===== src/rtl/abw_pkg.sv =====
package abw_pkg;
   localparam int WORD_BYTES = 4;
   localparam int WORD_W     = 8 * WORD_BYTES;

   typedef struct packed {
      logic stereo;
      logic wide;
      logic sgn;
      logic little;
   } abw_cfg_t;
endpackage


===== src/rtl/abw_fmt.sv =====
module abw_fmt
   import abw_pkg::*;
#(
   parameter int SMP_W = 16
) (
   input  logic [SMP_W-1:0]   left,
   input  logic [SMP_W-1:0]   right,
   input  abw_cfg_t           cfg,
   input  logic [1:0]         lane,
   output logic [WORD_W-1:0]  data,
   output logic [3:0]         be
);
   localparam logic [SMP_W-1:0] TOP_BIT = {1'b1, {(SMP_W-1){1'b0}}};

   logic [1:0][7:0] hi_b;
   logic [1:0][7:0] lo_b;
   logic [1:0][7:0] first_b;
   logic [1:0][7:0] second_b;

   generate
      if (SMP_W < 16) begin : g_bad_w
         $error("abw_fmt: SMP_W must be at least 16");
      end
      for (genvar ch = 0; ch < 2; ch++) begin : g_ch
         logic [SMP_W-1:0] raw;
         logic [SMP_W-1:0] conv;
         assign raw  = (ch == 0) ? left : right;
         assign conv = raw ^ (cfg.sgn ? TOP_BIT : '0);
         assign hi_b[ch] = conv[SMP_W-1 -: 8];
         assign lo_b[ch] = conv[SMP_W-9 -: 8];
         assign first_b[ch]  = cfg.little ? lo_b[ch] : hi_b[ch];
         assign second_b[ch] = cfg.little ? hi_b[ch] : lo_b[ch];
      end
   endgenerate

   logic [WORD_W-1:0] seq;
   logic [3:0]        mask;

   always_comb begin
      seq  = '0;
      mask = 4'b0000;
      unique case ({cfg.stereo, cfg.wide})
         2'b00: begin
            seq  = {24'h0, hi_b[0]};
            mask = 4'b0001;
         end
         2'b10: begin
            seq  = {16'h0, hi_b[1], hi_b[0]};
            mask = 4'b0011;
         end
         2'b01: begin
            seq  = {16'h0, second_b[0], first_b[0]};
            mask = 4'b0011;
         end
         default: begin
            seq  = {second_b[1], first_b[1], second_b[0], first_b[0]};
            mask = 4'b1111;
         end
      endcase
   end

   assign data = seq << {lane, 3'b000};
   assign be   = 4'(mask << lane);
endmodule


===== src/rtl/abw_bufctl.sv =====
module abw_bufctl #(
   parameter int AW = 32,
   parameter int CW = 16
) (
   input  logic          clk,
   input  logic          rst_n,
   input  logic          take,
   input  logic [CW-1:0] size,
   input  logic [2:0]    nbytes,
   input  logic [1:0]    ack,
   input  logic          ovr_ack,
   output logic          sel,
   output logic          drop,
   output logic          last,
   output logic [AW-1:0] off,
   output logic [1:0]    full,
   output logic          ovr
);
   logic [CW-1:0] cnt;
   logic          done;

   generate
      if (CW < 2 || AW < 8) begin : g_bad_w
         $error("abw_bufctl: CW must be >= 2 and AW >= 8");
      end
   endgenerate

   assign drop = full[sel];
   assign last = (cnt == size - CW'(1));
   assign done = take && !drop && last;

   always_ff @(posedge clk) begin
      if (!rst_n) begin
         sel  <= 1'b0;
         cnt  <= '0;
         off  <= '0;
         full <= 2'b00;
         ovr  <= 1'b0;
      end else begin
         for (int i = 0; i < 2; i++) begin
            if (done && sel == 1'(i)) full[i] <= 1'b1;
            else if (ack[i])          full[i] <= 1'b0;
         end
         if (take && drop)  ovr <= 1'b1;
         else if (ovr_ack)  ovr <= 1'b0;
         if (take && !drop) begin
            if (last) begin
               sel <= ~sel;
               cnt <= '0;
               off <= '0;
            end else begin
               cnt <= cnt + CW'(1);
               off <= off + AW'(nbytes);
            end
         end
      end
   end

   AST_FULL_ON_LAST: assert property (@(posedge clk) disable iff (!rst_n)
      done |=> full[$past(sel)]);
   AST_SWITCH_ON_LAST: assert property (@(posedge clk) disable iff (!rst_n)
      done |=> (sel != $past(sel)) && (off == '0));
   AST_OVR_ON_DROP: assert property (@(posedge clk) disable iff (!rst_n)
      (take && drop) |=> ovr);
   AST_ACK_CLEARS_A: assert property (@(posedge clk) disable iff (!rst_n)
      (ack[0] && !(done && !sel)) |=> !full[0]);
endmodule


===== src/rtl/abw_pack.sv =====
module abw_pack
   import abw_pkg::*;
#(
   parameter int AW = 32
) (
   input  logic              clk,
   input  logic              rst_n,
   input  logic              store,
   input  logic              end_buf,
   input  logic [WORD_W-1:0] fdata,
   input  logic [3:0]        fbe,
   input  logic [AW-1:0]     waddr,
   input  logic              mem_ready,
   output logic              mem_valid,
   output logic [AW-1:0]     mem_addr,
   output logic [WORD_W-1:0] mem_data,
   output logic [3:0]        mem_be,
   output logic              busy
);
   logic [WORD_W-1:0] acc_data;
   logic [3:0]        acc_be;
   logic [WORD_W-1:0] mrg_data;
   logic [3:0]        mrg_be;
   logic              flush;

   generate
      for (genvar k = 0; k < WORD_BYTES; k++) begin : g_lane
         assign mrg_data[8*k +: 8] = fbe[k] ? fdata[8*k +: 8] : acc_data[8*k +: 8];
      end
   endgenerate

   assign mrg_be = acc_be | fbe;
   assign flush  = store && (fbe[WORD_BYTES-1] || end_buf);
   assign busy   = mem_valid && !mem_ready;

   always_ff @(posedge clk) begin
      if (!rst_n) begin
         acc_data  <= '0;
         acc_be    <= '0;
         mem_valid <= 1'b0;
         mem_addr  <= '0;
         mem_data  <= '0;
         mem_be    <= '0;
      end else begin
         if (mem_valid && mem_ready) mem_valid <= 1'b0;
         if (store) begin
            if (flush) begin
               mem_valid <= 1'b1;
               mem_addr  <= waddr;
               mem_data  <= mrg_data;
               mem_be    <= mrg_be;
               acc_data  <= '0;
               acc_be    <= '0;
            end else begin
               acc_data <= mrg_data;
               acc_be   <= mrg_be;
            end
         end
      end
   end

   AST_MEM_HOLD: assert property (@(posedge clk) disable iff (!rst_n)
      (mem_valid && !mem_ready) |=> mem_valid && $stable(mem_addr)
                                    && $stable(mem_data) && $stable(mem_be));
   AST_ADDR_ALIGNED: assert property (@(posedge clk) disable iff (!rst_n)
      mem_valid |-> (mem_addr[1:0] == 2'b00));
   AST_BE_NONZERO: assert property (@(posedge clk) disable iff (!rst_n)
      mem_valid |-> (mem_be != 4'b0000));
endmodule


===== src/rtl/audio_buf_writer.sv =====
module audio_buf_writer
   import abw_pkg::*;
#(
   parameter int AW    = 32,
   parameter int CW    = 16,
   parameter int SMP_W = 16
) (
   input  logic             clk,
   input  logic             rst_n,
   input  logic             cfg_stereo,
   input  logic             cfg_wide,
   input  logic             cfg_sign,
   input  logic             cfg_little,
   input  logic [AW-1:0]    base_a,
   input  logic [AW-1:0]    base_b,
   input  logic [CW-1:0]    size,
   input  logic             smp_valid,
   output logic             smp_ready,
   input  logic [SMP_W-1:0] smp_left,
   input  logic [SMP_W-1:0] smp_right,
   output logic             mem_valid,
   input  logic             mem_ready,
   output logic [AW-1:0]    mem_addr,
   output logic [31:0]      mem_data,
   output logic [3:0]       mem_be,
   input  logic             full_ack_a,
   input  logic             full_ack_b,
   input  logic             ovr_ack,
   output logic             full_a,
   output logic             full_b,
   output logic             overrun
);
   localparam logic [AW-1:0] ALIGN_MASK = AW'(63);

   abw_cfg_t          cfg;
   logic              take, busy, sel, drop, last;
   logic [AW-1:0]     off, base_sel, base_al, waddr;
   logic [1:0]        full;
   logic [2:0]        nbytes;
   logic [WORD_W-1:0] fdata;
   logic [3:0]        fbe;

   generate
      if (WORD_W != 32) begin : g_bad_word
         $error("audio_buf_writer: memory word must be 32 bits");
      end
   endgenerate

   assign cfg       = '{stereo: cfg_stereo, wide: cfg_wide, sgn: cfg_sign, little: cfg_little};
   assign nbytes    = 3'(1) << (32'(cfg_stereo) + 32'(cfg_wide));
   assign smp_ready = (size != '0) && !busy;
   assign take      = smp_valid && smp_ready;
   assign base_sel  = sel ? base_b : base_a;
   assign base_al   = base_sel & ~ALIGN_MASK;
   assign waddr     = base_al + {off[AW-1:2], 2'b00};
   assign full_a    = full[0];
   assign full_b    = full[1];

   abw_fmt #(.SMP_W(SMP_W)) u_fmt (
      .left  (smp_left),
      .right (smp_right),
      .cfg   (cfg),
      .lane  (off[1:0]),
      .data  (fdata),
      .be    (fbe)
   );

   abw_bufctl #(.AW(AW), .CW(CW)) u_ctl (
      .clk     (clk),
      .rst_n   (rst_n),
      .take    (take),
      .size    (size),
      .nbytes  (nbytes),
      .ack     ({full_ack_b, full_ack_a}),
      .ovr_ack (ovr_ack),
      .sel     (sel),
      .drop    (drop),
      .last    (last),
      .off     (off),
      .full    (full),
      .ovr     (overrun)
   );

   abw_pack #(.AW(AW)) u_pack (
      .clk       (clk),
      .rst_n     (rst_n),
      .store     (take && !drop),
      .end_buf   (last),
      .fdata     (fdata),
      .fbe       (fbe),
      .waddr     (waddr),
      .mem_ready (mem_ready),
      .mem_valid (mem_valid),
      .mem_addr  (mem_addr),
      .mem_data  (mem_data),
      .mem_be    (mem_be),
      .busy      (busy)
   );

   AST_ZERO_SIZE_STALL: assert property (@(posedge clk) disable iff (!rst_n)
      (size == '0) |-> !smp_ready);
   AST_DROP_NO_WRITE: assert property (@(posedge clk) disable iff (!rst_n)
      (take && drop) |=> !mem_valid);
   AST_STALL_BLOCKS_INPUT: assert property (@(posedge clk) disable iff (!rst_n)
      (mem_valid && !mem_ready) |-> !smp_ready);
endmodule


===== config.mk =====
export PLATFORM = sky130hd
export DESIGN_NAME = audio_buf_writer
export DESIGN_NICKNAME = d
export VERILOG_FILES = /design/src/rtl/abw_pkg.sv /design/src/rtl/abw_fmt.sv /design/src/rtl/abw_bufctl.sv /design/src/rtl/abw_pack.sv /design/src/rtl/audio_buf_writer.sv
export SDC_FILE = /design/constraint.sdc
export NUM_CORES = 1
export LEC_CHECK = 0
export BUFFER_PORTS_ARGS = -buffer_cell sky130_fd_sc_hd__buf_2
export CAP_MARGIN = 20
export CORE_MARGIN = 3
export CORE_UTILIZATION = 35
export CTS_CLUSTER_DIAMETER = 150
export DETAILED_ROUTE_END_ITERATION = 16
export GPL_TIMING_DRIVEN = 0
export MAX_ROUTING_LAYER = met4
export PLACE_DENSITY = 0.65
export SYNTH_ARGS = -nofsm -noshare
export SYNTH_HDL_FRONTEND = slang
export SYNTH_SLANG_ARGS = --single-unit

===== constraint.sdc =====
create_clock -name clk -period 3.53 [get_ports clk]
set_input_delay 0.706 -clock clk [delete_from_list [all_inputs] [get_ports clk]]
set_output_delay 0.706 -clock clk [all_outputs]
set_load 0.01 [all_outputs]

==> results of run 1 <==
## routing by layer
| metal | up-vias | global-route usage |
|---|---|---|
| li1 | 4508 | - |
| met1 | 4224 | 0.2815 |
| met2 | 313 | 0.3079 |
| met3 | 41 | 0.03531 |
| met4 | 0 | 0.05996 |
| met5 | - | - |
## through the flow
stage          cell area [µm²]  TNS, ns    util  cells
2_1_floorplan             9410        0       -   1145
3_3_place_gp             10730   -35.10  0.4095   1660
3_5_place_dp             10730   -36.04  0.4095   1660
4_1_cts                  11300        0  0.4313   1689
5_1_grt                  11350        0  0.4329   1689
6_report                 11350        0  0.4329   1689
## cells by family after synthesis
group | Yosys count
flops | 155
fa+ha+maj | 38
xor+xnor | 79
simple gates | 412
mux | 97
other cells | 1
buf+inv | 91
compound gates | 271
## power by group through the flow
stage	clock [mW]	sequential, mW	combinational (mW)
2_1_floorplan	0	1.93	0.517
3_5_place_dp	0	1.92	0.855
3_3_place_gp	0	1.91	0.848
5_1_grt	1.84	1.89	0.956
6_report	1.74	1.88	0.870
4_1_cts	1.77	1.88	0.861
## registers in the layout (all words and copies together), names as in the netlist, 2 cells and up
signal           count
u_ctl.off           32
u_pack.acc_data     32
u_pack.mem_data     32
u_pack.mem_addr     30
u_ctl.cnt           16
u_pack.acc_be        4
u_pack.mem_be        4
u_ctl.full           2
## critical path, stage by stage, from the launching register on
cell	delay [ns]
dfxtp_4	0.45
buf_4	0.26
mux2_2	0.20
ha_1	0.18
inv_1	0.06
fa_1	0.39
nand2b_1	0.19
a21o_1	0.20
a22o_1	0.25
o211ai_1	0.34
and2_1	0.28
mux2i_1	0.21
nand3_1	0.09
a21oi_1	0.16
## cell type report
class	count	area (µm²)	share of cell area
inverter	27	101.3	0.008932
clock buffer	24	521.8	0.04599
buffer	63	270.3	0.02382
multi-input combinational	899	5989	0.5279
tap	335	419.2	0.03694
sequential	155	3107	0.2738
clock inverter	6	36.28	0.003198
timing repair buffer	180	900.9	0.07940
## layout by cell type, fill, tap and decap left out, types with 6 or more instances in the layout
cell type | netlist | final
and2_1 | 17 | 17
o21ai_0 | 39 | 36
xnor2_1 | 42 | 42
nor2_1 | 161 | 161
and3_1 | 21 | 21
o221ai_1 | 8 | 8
a211oi_1 | 20 | 20
buf_2 | 9 | 188
clkbuf_1 | 44 | 39
a311oi_1 | 8 | 8
nor2b_1 | 7 | 7
a22o_1 | 7 | 7
clkbuf_8 | 0 | 7
o21a_1 | 16 | 16
or3_1 | 19 | 19
mux2_2 | 39 | 39
a22oi_1 | 16 | 16
a21oi_1 | 74 | 74
nand3_1 | 22 | 22
o22ai_1 | 13 | 13
nand4_1 | 21 | 21
nor3_1 | 21 | 19
o211ai_1 | 7 | 7
inv_1 | 25 | 25
a31oi_1 | 7 | 7
a21o_1 | 18 | 18
xor2_1 | 37 | 37
buf_1 | 8 | 7
a211o_1 | 6 | 6
ha_1 | 36 | 36
mux2i_1 | 58 | 57
or2_2 | 9 | 9
nand2_1 | 92 | 92
dfxtp_1 | 155 | 154
a222oi_1 | 6 | 6
clkbuf_16 | 0 | 17
## path summary, 6_finish.rpt
path,start,end,slack [ns],depth (start not counted)
setup / recovery,u_ctl.sel,u_pack.mem_addr[30],0.18,13
hold / removal,u_pack.acc_data[24],u_pack.acc_data[24],0.44,2
setup reg to reg,u_ctl.sel,u_pack.mem_addr[30],0.18,13
hold reg to reg,u_pack.acc_data[24],u_pack.acc_data[24],0.44,2
## timing repair
action | in CTS | in global routing
setup buffers | 0 | 0
hold buffers | 0 | 0
endpoints found under the setup margin | 33 | 89
endpoints found under the hold margin | 0 | 0
resized for setup | 7 | 17
==> run_results.csv, run 1 <==
group,metric,value,unit
run_status,status,"finished, final reports clean",
logic_synthesis,synth_top_area_frac,0.3299,
sta,slew_headroom,0.3517,
sta,hold_violations,0,
sta,worst_slew_pin_slew,0.9689,ns
sta,setup_slack,0.1776,ns
floorplan,rows,59,
routing,drcViolationCount,0,
routing,wl_met1,14040,µm
power_and_ir_drop,power_switching_share,0.2904,
worst_setup_path,cp_data_arrival_time,3.70,ns
routing,postRouteAntennaNets,0,
logic_synthesis,synth-compound-area-share,0.1922,
floorplan,pin_count,196,
sta,finalCriticalPeriod,3.352,ns
power_and_ir_drop,p_total,4.494,mW
logic_synthesis,synth_top_family_by_area,"simple AND/OR/NAND/NOR gates",
worst_setup_path,cp_max_fo,11,
power_and_ir_drop,clkPwrFrac,0.388,
logic_synthesis,avgSynthCellArea,8.222,µm²
routing,drtIter0Drc,723,
logic_synthesis,yosys.area_share.adder,0.05214,
floorplan,coreArea,26210,µm²
routing,drtPass1Iterations,5,
sta,whs,0.4352,ns
layout,fin_nets,1504,
routing,top_layer,"met4",
clock_network,clk_path_buf_depth,2,
worst_setup_path,crit_required,3.88,ns
floorplan,die_w,169.9,µm
power_and_ir_drop,power_density,396.1,nW/µm²
floorplan,die_y,169.9,µm
global_routing,grt_pass1_vias,8586,
sta,setup_viol,0,
logic_synthesis,synthCells,1144,
global_routing,grt_pass1_wl,46010,µm
sta,maxSlewViolCount,0,
layout,num-fill-cells,2634,
power_and_ir_drop,p_switching,1.305,mW
place,port_buffers,180,
routing,vias,9086,
layout,drive_gt1_frac,0.2120,
logic_synthesis,synth_cell_types,65,
sta,max_freq,298.3,MHz
place,hpwl,22610,µm
routing,avgViaCountPerCell,5.380,
clock_network,path_clk_slew,0.06,ns
clock_network,htreeDepth,4,
logic_synthesis,netlist_area,9407,µm²
routing,route.met3.wl,1864,µm
clock_network,root_buffer,"clkbuf_16",
logic_synthesis,synth_ff_type,"dfxtp_1",
clock_network,insertion_delay,0.43,ns
worst_setup_path,critPathLaunchType,"flip-flop",
power_and_ir_drop,power.internal,3.189,mW
global_routing,antenna_found_initial,0,
job,cap_violations,0,
power_and_ir_drop,max-vdd-ir-drop,0.0003261,V
logic_synthesis,synth_edf_count,0,
logic_synthesis,yosysSeqAreaShare,0.3299,
logic_synthesis,synth.area.top_cells,"dfxtp_1 33%, nor2_1 6.4%, mux2i_1 6.2%, ha_1 4.8%, mux2_2 4.7%",
clock_network,cts_tree,"done",
logic_synthesis,synthTopCellsByCount,"161 x nor2_1, 155 x dfxtp_1, 92 x nand2_1",
hold_path,hold_path.class,"flip-flop to flip-flop",
logic_synthesis,synthSimpleGateAreaFrac,0.2047,
place,gp_congestion,0.9140,
logic_synthesis,yosys.area.top_type,"dfxtp_1",
logic_synthesis,synth-seq-cells,155,
logic_synthesis,ys_async_sr_fraction,0,
logic_synthesis,synth_xor_area_frac,0.07356,
routing,met2_length,12690,µm
power_and_ir_drop,combPwrFrac,0.194,
global_routing,track_usage,0.2043,
clock_network,cts_buffers,17,
sta,fin_crit_sh,0.9497,
routing,post_drt_wl_per_cell,17.31,µm
place,pre_cts_ws,-0.7844,ns
global_routing,overflow,0,
logic_synthesis,synthMuxAreaShare,0.1084,
logic_synthesis,yosysWarnings,0,
power_and_ir_drop,power_leakage,4.721,nW
floorplan,dieArea,28880,µm²
global_routing,grt_max_degree,17,
power_and_ir_drop,pwr-share-seq,0.418,
layout,area_growth,20.62,%
worst_setup_path,end_kind,"flip-flop",
logic_synthesis,synth_most_common_cell,"nor2_1",
sta,rsz0062_at_grt,"false",
worst_setup_path,crit_type,"flip-flop to flip-flop",
layout,n_antenna_cell,0,
sta,finClkSkew,0.01450,ns
clock_network,clock_sinks,155,
routing,finalWirelength,29240,µm
floorplan,initial_core_util,0.3589,
Power figures use the tool's default switching activity.
==> run 2, diff against run 1 <==
--- a/config.mk
+++ b/config.mk
@@ -8,12 +8,13 @@
 export BUFFER_PORTS_ARGS = -buffer_cell sky130_fd_sc_hd__buf_2
 export CAP_MARGIN = 20
 export CORE_MARGIN = 3
-export CORE_UTILIZATION = 35
+export CORE_UTILIZATION = 52
 export CTS_CLUSTER_DIAMETER = 150
 export DETAILED_ROUTE_END_ITERATION = 16
 export GPL_TIMING_DRIVEN = 0
 export MAX_ROUTING_LAYER = met4
-export PLACE_DENSITY = 0.65
+export PLACE_DENSITY = 0.86
+export SKIP_CTS_REPAIR_TIMING = 1
 export SYNTH_ARGS = -nofsm -noshare
 export SYNTH_HDL_FRONTEND = slang
 export SYNTH_SLANG_ARGS = --single-unit
==> constraint.sdc (replaced) <==
create_clock -name clk -period 3.53 [get_ports clk]
set_input_delay 0.1765 -clock clk [delete_from_list [all_inputs] [get_ports clk]]
set_output_delay 0.1765 -clock clk [all_outputs]
set_load 0.01 [all_outputs]
==> run_results.csv, run 2 (synthesized netlist as in run 1, its figures left out) <==
group,metric,value,unit
sta,fin_crit_sh,0.9643,
power_and_ir_drop,power_leakage,4.728,nW
floorplan,die_w,140.5,µm
layout,drive_gt1_frac,0.2071,
floorplan,pin_count,196,
global_routing,track_usage,0.2802,
worst_setup_path,reg2reg_depth,14,
worst_setup_path,rrSetupSlack,0.13,ns
global_routing,grt_max_degree,17,
sta,finalCriticalPeriod,3.404,ns
floorplan,die_y,140.5,µm
worst_setup_path,critPathLaunchType,"flip-flop",
power_and_ir_drop,clkPwrFrac,0.417,
clock_network,clk_path_buf_depth,2,
place,pre_cts_ws,-0.7087,ns
power_and_ir_drop,power.internal,3.391,mW
global_routing,grt_pass1_wl,43920,µm
worst_setup_path,crit_required,3.85,ns
sta,slew_headroom,0.2982,
routing,drcViolationCount,0,
layout,final_common_cell,"buf_2",
clock_network,insertion_delay,0.43,ns
worst_setup_path,crit_end,"u_pack.mem_addr[26]",
routing,vias,9352,
hold_path,hold_path_depth,4,
power_and_ir_drop,combPwrFrac,0.182,
power_and_ir_drop,power_density,417.0,nW/µm²
clock_network,cts_buffers,17,
layout,area_growth,19.58,%
floorplan,dieArea,19740,µm²
layout,layout_common_cells,"189 x buf_2, 161 x nor2_1, 155 x dfxtp_1",
sta,worst_slew_pin_slew,1.049,ns
floorplan,coreArea,17480,µm²
worst_setup_path,end_kind,"flip-flop",
layout,n_antenna_cell,0,
layout,num-fill-cells,1404,
clock_network,htreeDepth,4,
power_and_ir_drop,pwr-share-seq,0.400,
floorplan,initial_core_util,0.5382,
worst_setup_path,rr_startpoint,"u_ctl.sel",
sta,setup_viol,0,
job,cap_violations,0,
routing,postRouteAntennaNets,0,
worst_setup_path,crit_type,"flip-flop to flip-flop",
clock_network,clock_sinks,155,
sta,max_freq,293.8,MHz
worst_setup_path,cp-startpoint,"u_ctl.sel",
clock_network,path_clk_slew,0.06,ns
power_and_ir_drop,p_switching,1.300,mW
worst_setup_path,cp_data_arrival_time,3.73,ns
sta,setup_slack,0.1261,ns
sta,maxSlewViolCount,0,
routing,drtPass1Iterations,6,
global_routing,overflow,0,
sta,hold_violations,0,
sta,finClkSkew,0.005536,ns
power_and_ir_drop,power_switching_share,0.2771,
floorplan,rows,48,
global_routing,grt_pass1_vias,8690,
routing,drtIter0Drc,882,
global_routing,antenna_found_initial,0,
place,gp_congestion,0.9571,
routing,avgViaCountPerCell,5.912,
power_and_ir_drop,max-vdd-ir-drop,0.0003835,V
run_status,status,"finished, final reports clean",
layout,fin_nets,1505,
worst_setup_path,r2r-end,"u_pack.mem_addr[26]",
hold_path,hold_path.class,"input pin to flip-flop",
worst_setup_path,cp_max_fo,10,
clock_network,cts_tree,"done",
clock_network,root_buffer,"clkbuf_16",
routing,post_drt_wl_per_cell,17.31,µm
place,port_buffers,180,
routing,finalWirelength,27380,µm
layout,post-route-util,0.6436,
layout,top_regs,"u_ctl.off (32), u_pack.acc_data (32), u_pack.mem_data (32)",
place,hpwl,20730,µm
-- run 2: stage by stage --
stage          cell area (µm²)  TNS [ns]  cells  power (mW)  hold slack, ns
2_1_floorplan             9410         0   1145       2.446          0.3573
3_3_place_gp             10590    -5.930   1550       2.730          0.4187
3_5_place_dp             10590    -7.358   1550       2.748          0.4237
4_1_cts                  11220    -8.002   1582       4.682         0.04235
5_1_grt                  11250  -0.06470   1582       4.865         0.07591
6_report                 11250         0   1582       4.691         0.05024
-- run 2: power by group through the flow --
| stage | Combinational, mW | Sequential [mW] | Clock (mW) |
|---|---|---|---|
| 6_report | 0.855 | 1.88 | 1.96 |
| 5_1_grt | 0.933 | 1.89 | 2.05 |
| 4_1_cts | 0.841 | 1.88 | 1.97 |
| 3_5_place_dp | 0.833 | 1.91 | 0 |
| 3_3_place_gp | 0.818 | 1.91 | 0 |
| 2_1_floorplan | 0.517 | 1.93 | 0 |
-- run 2: final cells by class --
| class | instances | area, µm² | area share |
|---|---|---|---|
| clock inverters | 10 | 163.9 | 0.01457 |
| clock buffers | 22 | 464.2 | 0.04127 |
| multi-input cells | 899 | 5958 | 0.5297 |
| well taps | 225 | 281.5 | 0.02503 |
| plain buffers | 64 | 275.3 | 0.02447 |
| repair buffers | 180 | 900.9 | 0.08009 |
| inverters | 27 | 101.3 | 0.009010 |
| flip-flops and latches | 155 | 3103 | 0.2759 |
-- run 2: worst max-delay path, stage by stage, from the launching register on --
cell	delay, ns
dfxtp_1	0.36
clkbuf_4	0.26
buf_6	0.20
mux2_2	0.36
ha_1	0.21
inv_1	0.08
fa_1	0.20
nand2b_1	0.15
a21o_1	0.18
a22o_1	0.25
o211ai_1	0.18
and3_1	0.21
or3_1	0.30
and3_1	0.19
o21a_1	0.16
-- run 2: worst min path at each step --
stage / slack [ns] / end / start
3_3_place_gp: 0.42 / u_pack.acc_data[24] / u_pack.acc_data[24]
6_report: 0.05 / u_ctl.ovr / ovr_ack
2_1_floorplan: 0.36 / u_ctl.ovr / ovr_ack
3_5_place_dp: 0.42 / u_pack.acc_data[24] / u_pack.acc_data[24]
4_1_cts: 0.04 / u_ctl.ovr / ovr_ack
5_1_grt: 0.08 / u_ctl.ovr / ovr_ack
-- run 2: routing by layer --
layer	vias up	GRT usage	wire [µm]	part of all wire
met5	-	-	0	0
met4	0	0.07751	631	0.023
met3	60	0.05189	2163	0.079
met2	436	0.4428	12670	0.46
met1	4355	0.3695	11910	0.43
li1	4501	-	-	-
